File: src/rtl/i2s_attn_pkg.sv
package i2s_attn_pkg;
  typedef enum logic {
    SEL_SHIFT_LO = 1'b0,
    SEL_SHIFT_HI = 1'b1
  } shift_sel_e;
endpackage

File: src/rtl/attn_slot_tracker.sv
module attn_slot_tracker
  import i2s_attn_pkg::*;
#(
  parameter int SLOT_W   = 32,
  parameter int LO_SHIFT = 2,
  parameter int HI_SHIFT = 3,
  parameter int POS_W    = $clog2(SLOT_W),
  parameter int SH_W     = 2
) (
  input  logic             clk_i,
  input  logic             rst_ni,
  input  logic             ws_i,
  input  logic             sel_i,
  output logic [POS_W-1:0] pos_o,
  output logic             lock_o,
  output logic [SH_W-1:0]  shamt_o
);
  localparam logic [POS_W-1:0] POS_LAST = POS_W'(SLOT_W - 1);

  logic             ws_q;
  logic             edge_q;
  logic             lock_q;
  logic [POS_W-1:0] pos_q;
  logic [SH_W-1:0]  shamt_q;
  shift_sel_e       sel_e;

  assign sel_e   = shift_sel_e'(sel_i);
  // edge_q marks the bit whose predecessor carried the ws change: slot position 0
  assign pos_o   = edge_q ? '0 : ((pos_q == POS_LAST) ? pos_q : pos_q + 1'b1);
  assign lock_o  = lock_q | edge_q;
  assign shamt_o = edge_q ? ((sel_e == SEL_SHIFT_HI) ? SH_W'(HI_SHIFT) : SH_W'(LO_SHIFT))
                          : shamt_q;

  always_ff @(posedge clk_i or negedge rst_ni) begin
    if (!rst_ni) begin
      ws_q    <= 1'b0;
      edge_q  <= 1'b0;
      lock_q  <= 1'b0;
      pos_q   <= POS_LAST;
      shamt_q <= SH_W'(LO_SHIFT);
    end else begin
      ws_q    <= ws_i;
      edge_q  <= ws_i ^ ws_q;
      lock_q  <= lock_o;
      pos_q   <= pos_o;
      shamt_q <= shamt_o;
    end
  end
endmodule

File: src/rtl/attn_sign_path.sv
module attn_sign_path #(
  parameter int MAX_SH = 3,
  parameter int SH_W   = 2,
  parameter int POS_W  = 5
) (
  input  logic             clk_i,
  input  logic             rst_ni,
  input  logic             sd_i,
  input  logic [POS_W-1:0] pos_i,
  input  logic             lock_i,
  input  logic [SH_W-1:0]  shamt_i,
  output logic             bit_o
);
  logic [MAX_SH:0] tap_w;
  logic            msb_q;

  assign tap_w[0] = sd_i;

  for (genvar k = 1; k <= MAX_SH; k++) begin : g_tap
    always_ff @(posedge clk_i or negedge rst_ni) begin
      if (!rst_ni) tap_w[k] <= 1'b0;
      else         tap_w[k] <= tap_w[k-1];
    end
  end

  always_ff @(posedge clk_i or negedge rst_ni) begin
    if (!rst_ni)          msb_q <= 1'b0;
    else if (pos_i == '0) msb_q <= sd_i;
  end

  // positions 0..N repeat the sign; later ones take the delayed stream
  always_comb begin
    if (!lock_i)                        bit_o = 1'b0;
    else if (pos_i == '0)               bit_o = sd_i;
    else if (pos_i <= POS_W'(shamt_i))  bit_o = msb_q;
    else                                bit_o = tap_w[shamt_i];
  end
endmodule

File: src/rtl/attn_launch.sv
module attn_launch (
  input  logic clk_i,
  input  logic rst_ni,
  input  logic bit_i,
  input  logic ws_i,
  output logic sd_o,
  output logic ws_o
);
  logic bit_q;
  logic ws_q;

  always_ff @(posedge clk_i or negedge rst_ni) begin
    if (!rst_ni) begin
      bit_q <= 1'b0;
      ws_q  <= 1'b0;
    end else begin
      bit_q <= bit_i;
      ws_q  <= ws_i;
    end
  end

  always_ff @(negedge clk_i or negedge rst_ni) begin
    if (!rst_ni) begin
      sd_o <= 1'b0;
      ws_o <= 1'b0;
    end else begin
      sd_o <= bit_q;
      ws_o <= ws_q;
    end
  end
endmodule

File: src/rtl/i2s_shift_attn.sv
module i2s_shift_attn #(
  parameter int SLOT_W   = 32,
  parameter int LO_SHIFT = 2,
  parameter int HI_SHIFT = 3
) (
  input  logic clk_i,
  input  logic rst_ni,
  input  logic shift_sel_i,
  input  logic ws_i,
  input  logic sd_i,
  output logic ws_o,
  output logic sd_o
);
  localparam int MAX_SH = (HI_SHIFT > LO_SHIFT) ? HI_SHIFT : LO_SHIFT;
  localparam int SH_W   = $clog2(MAX_SH + 1);
  localparam int POS_W  = $clog2(SLOT_W);

  logic [POS_W-1:0] pos_w;
  logic             lock_w;
  logic [SH_W-1:0]  shamt_w;
  logic             bit_w;

  attn_slot_tracker #(
    .SLOT_W(SLOT_W), .LO_SHIFT(LO_SHIFT), .HI_SHIFT(HI_SHIFT),
    .POS_W(POS_W), .SH_W(SH_W)
  ) u_trk (
    .clk_i(clk_i), .rst_ni(rst_ni), .ws_i(ws_i), .sel_i(shift_sel_i),
    .pos_o(pos_w), .lock_o(lock_w), .shamt_o(shamt_w)
  );

  attn_sign_path #(
    .MAX_SH(MAX_SH), .SH_W(SH_W), .POS_W(POS_W)
  ) u_path (
    .clk_i(clk_i), .rst_ni(rst_ni), .sd_i(sd_i), .pos_i(pos_w),
    .lock_i(lock_w), .shamt_i(shamt_w), .bit_o(bit_w)
  );

  attn_launch u_out (
    .clk_i(clk_i), .rst_ni(rst_ni), .bit_i(bit_w), .ws_i(ws_i),
    .sd_o(sd_o), .ws_o(ws_o)
  );
endmodule

File: config.mk
export PLATFORM = sky130hd
export DESIGN_NAME = i2s_shift_attn
export DESIGN_NICKNAME = d
export VERILOG_FILES = /design/src/rtl/i2s_attn_pkg.sv /design/src/rtl/attn_slot_tracker.sv /design/src/rtl/attn_sign_path.sv /design/src/rtl/attn_launch.sv /design/src/rtl/i2s_shift_attn.sv
export SDC_FILE = /design/constraint.sdc
export NUM_CORES = 1
export LEC_CHECK = 0
export BUFFER_PORTS_ARGS = -buffer_cell sky130_fd_sc_hd__buf_2
export CAP_MARGIN = 20
export CELL_PAD_IN_SITES_DETAIL_PLACEMENT = 1
export CELL_PAD_IN_SITES_GLOBAL_PLACEMENT = 1
export CORE_AREA = 2 2 44 46
export CTS_BUF_LIST = sky130_fd_sc_hd__clkbuf_8
export DETAILED_ROUTE_END_ITERATION = 12
export DIE_AREA = 0 0 46 48
export PLACE_DENSITY = 0.84
export SYNTH_ARGS = -nofsm -noshare
export SYNTH_HDL_FRONTEND = slang
export SYNTH_SLANG_ARGS = --single-unit
File: constraint.sdc
create_clock -name clk_i -period 2.75 [get_ports clk_i]
set_input_delay 0 -clock clk_i [delete_from_list [all_inputs] [get_ports clk_i]]
set_output_delay 0 -clock clk_i [all_outputs]
set_load 0.02 [all_outputs]
==> impl_metrics.env <==
export IMPL_grt_pass1_wl_mm=2.214
export IMPL_hpwl_um=942.5
export IMPL_p_sw_frac=0.2701
export IMPL_fp_dieH_um=48
export IMPL_grt_use_total=0.1473
export IMPL_htreeDepth=1
export IMPL_grt_ovfl_total=0
export IMPL_drtAntennaViolNets=0
export IMPL_peakVddDrop_uv=339.2
export IMPL_gp_congestion=0.7501
export IMPL_finalSetupViolations=0
export IMPL_cts_tree="yes"
export IMPL_worst_ep_arrival_time_ns=2.70
export IMPL_place_area_sq_um=827.0
export IMPL_crit_fanout=5
export IMPL_seqPwrFrac=0.508
export IMPL_power_switching_uw=162.5
export IMPL_antenna_found_initial=0
export IMPL_start_util=0.4622
export IMPL_core_area_sq_um=1689
export IMPL_fin_cells=91
export IMPL_clkLatencyLatePin_ns=0.26
export IMPL_stdcell_area_sq_um=903.4
export IMPL_synth_fp_nets=70
export IMPL_synthSimpleGateAreaFrac=0.1490
export IMPL_grt_max_degree=18
export IMPL_vias=493
export IMPL_pwr_share_clk=0.301
export IMPL_synthCells=62
export IMPL_wl_mm=1.316
export IMPL_finalNetCount=83
export IMPL_ys_warn_count=0
export IMPL_ys_ff_latch=17
export IMPL_ioPinCount=7
export IMPL_area_delta_synth_final_pct=15.71
export IMPL_via_per_inst=5.418
export IMPL_final_cell_mix="9 x dfrtp_1, 6 x buf_2, 6 x dfstp_2, 5 x nor2_1, 5 x nand2_1"
export IMPL_drv_cap=0
export IMPL_cts_max_path_buffers=2
export IMPL_crit_type="reg2reg"
export IMPL_max_freq_mhz=395.4
export IMPL_status="completed"
export IMPL_skew_ns=0.01648
export IMPL_min_path_type="in2reg"
export IMPL_pwr_density_cell_nw_per_um2=665.9
export IMPL_netlist_area_sq_um=780.7
export IMPL_portBuffers=6
export IMPL_fin_tns_setup_ns=0
export IMPL_cts_buffers=3
export IMPL_num_antenna_cells=0
export IMPL_yosysUniqueCellTypes=28
export IMPL_routedWlPerCell_um=14.46
export IMPL_fp_row_count=15
export IMPL_place_inst=84
export IMPL_p_leak_uw=0.0004096
export IMPL_cts_reportedPaths_clkPinSlew_ns=0.07
export IMPL_relSlewSlack=0.7212
export IMPL_drc=0
export IMPL_critPathRequiredTime_ns=2.92
export IMPL_root_buffer="clkbuf_8"
export IMPL_synthXorXnorAreaFrac=0.02244
export IMPL_muxShareOfSynthArea=0.08974
export IMPL_period_needed_ns=2.529
export IMPL_synth_top_family_by_area="simple AND/OR/NAND/NOR gates"
export IMPL_pwr_share_comb=0.191
export IMPL_numClockSinks=17
export IMPL_synth_seq_area_share=0.5545
export IMPL_cp_end_kind="register"
export IMPL_drt_first_pass_iters=1
export IMPL_tightestPinTransition_ns=0.4155
export IMPL_cp_start_kind="register"
export IMPL_synth_fa_ha_area_frac=0.04808
export IMPL_synth_compound_area_frac=0.1154
export IMPL_final_common_cell="dfrtp_1"
export IMPL_fp_dieArea_sq_um=2208
export IMPL_layout_drive_gt1_share=0.3514
export IMPL_period_share=0.9198
export IMPL_drt_initial_drc_count=0
export IMPL_cts_resized=0
export IMPL_final_hold_violation_count=0
export IMPL_grt_pass1_vias=516
export IMPL_die_w_um=46
export IMPL_maxSlewViolCount=0
export IMPL_rsz0062_at_grt="false"
export IMPL_syn_avg_cell_area_sq_um=12.59
export IMPL_internal_power_uw=439.1
[cells by family after synthesis]
group / Yosys count
buffers and inverters: 4
muxes: 5
and+or+nand+nor: 21
xor gates and xnor gates: 2
AOI/OAI and AO/OA: 10
adders and majority gates: 3
DFF: 17
[Yosys cell counts, drive strengths merged]
library cell / number / area [sq um]
mux2i: 1 / 10.01
nor2b: 2 / 12.51
a31oi: 2 / 27.53
o211ai: 1 / 12.51
o221ai: 1 / 15.01
nor3: 1 / 5.000
nand3: 3 / 15.01
dfrtp: 9 / 225.2
ha: 3 / 37.54
or2: 2 / 12.51
nor2: 5 / 18.77
a311o: 1 / 10.01
o21ai: 2 / 10.00
mux4: 1 / 22.52
nand2: 5 / 18.77
dfstp: 6 / 157.7
inv: 3 / 11.26
nand4: 1 / 21.27
mux2: 3 / 37.53
buf: 1 / 5.000
nand2b: 1 / 6.260
xor2: 2 / 17.52
and2: 1 / 6.260
dfrtn: 2 / 50.05
a21oi: 3 / 15.01
[registers in the layout, summed over array words and instances, names as in the netlist]
name / count
u_trk.pos_q: 5
u_path.tap_w: 3
u_trk.shamt_q: 2
u_out.bit_q: 1
u_out.sd_o: 1
u_out.ws_o: 1
u_out.ws_q: 1
u_path.msb_q: 1
u_trk.edge_q: 1
u_trk.lock_q: 1
[final cells by class]
cell class	instances	area, sq um
Clock inverter	1	5.005
Multi-Input combinational cell	41	331.6
Fill cell	185	785.8
Tap cell	17	21.27
Clock buffer	3	41.29
Sequential cell	17	432.9
Inverter	3	11.26
Timing Repair Buffer	9	60.06
[path summary, 6_finish.rpt]
kind	to	cells past startpoint	from	slack, ns
worst min-delay path	u_trk.shamt_q[0]$_DFF_PN0_	2	shift_sel_i	0.02
worst min register to register	u_path.tap_w[2]$_DFF_PN0_	0	u_path.tap_w[1]$_DFF_PN0_	0.38
worst max register to register	u_out.bit_q$_DFF_PN0_	10	u_trk.pos_q[0]$_DFF_PN1_	0.22
max in group asynchronous	u_out.ws_o$_DFF_NN0_	2	rst_ni	1.01
min in group asynchronous	u_path.msb_q$_DFFE_PN0P_	2	rst_ni	0.20
worst max-delay path	u_out.bit_q$_DFF_PN0_	10	u_trk.pos_q[0]$_DFF_PN1_	0.22
[worst max-delay path: stages, from the launching register on]
cell and delay, ns:
dfstp_2 0.57, ha_1 0.27, nand4_4 0.15, mux2i_1 0.18
nor2_1 0.08, ha_1 0.32, nor2b_1 0.13, o21ai_0 0.26
a311o_1 0.24, o211ai_2 0.10, o221ai_2 0.16
[timing repair]
item                                    in CTS  in global routing
hold endpoints to repair                    18                  0
endpoints found under the setup margin       0                  0
buffers inserted                             0                  0
hold buffers                                 3                  0
[through the flow]
step / setup slack (ns) / utilization / hold slack [ns] / total power [uW]
CTS: 0.1950 / 0.5348 / 0.02123 / 611.4
detailed placement: 0.2154 / 0.4896 / -0.06787 / 423.1
global route: 0.01698 / 0.5348 / 0.03759 / 635.2
finish: 0.2206 / 0.5348 / 0.02419 / 601.5
global placement: 0.2492 / 0.4896 / -0.06802 / 416.6
floorplan: 0.4726 / - / -0.2956 / 391.2
[power by group through the flow]
stage / Combinational (uW) / Clock [uW] / Sequential (uW)
global placement: 109 / 0 / 308
floorplan: 84.1 / 0 / 307
detailed placement: 113 / 0 / 310
global route: 129 / 197 / 309
CTS: 117 / 189 / 306
finish: 115 / 181 / 306
[metal layers]
metal  up-vias  part of all wire  GRT usage
li1        240                 -          -
met1       246              0.47     0.1726
met2         5              0.49     0.2472
met3         2             0.017    0.03396
met4         0             0.017    0.08571
met5         -                 0          0
Power figures use the tool's default switching activity.
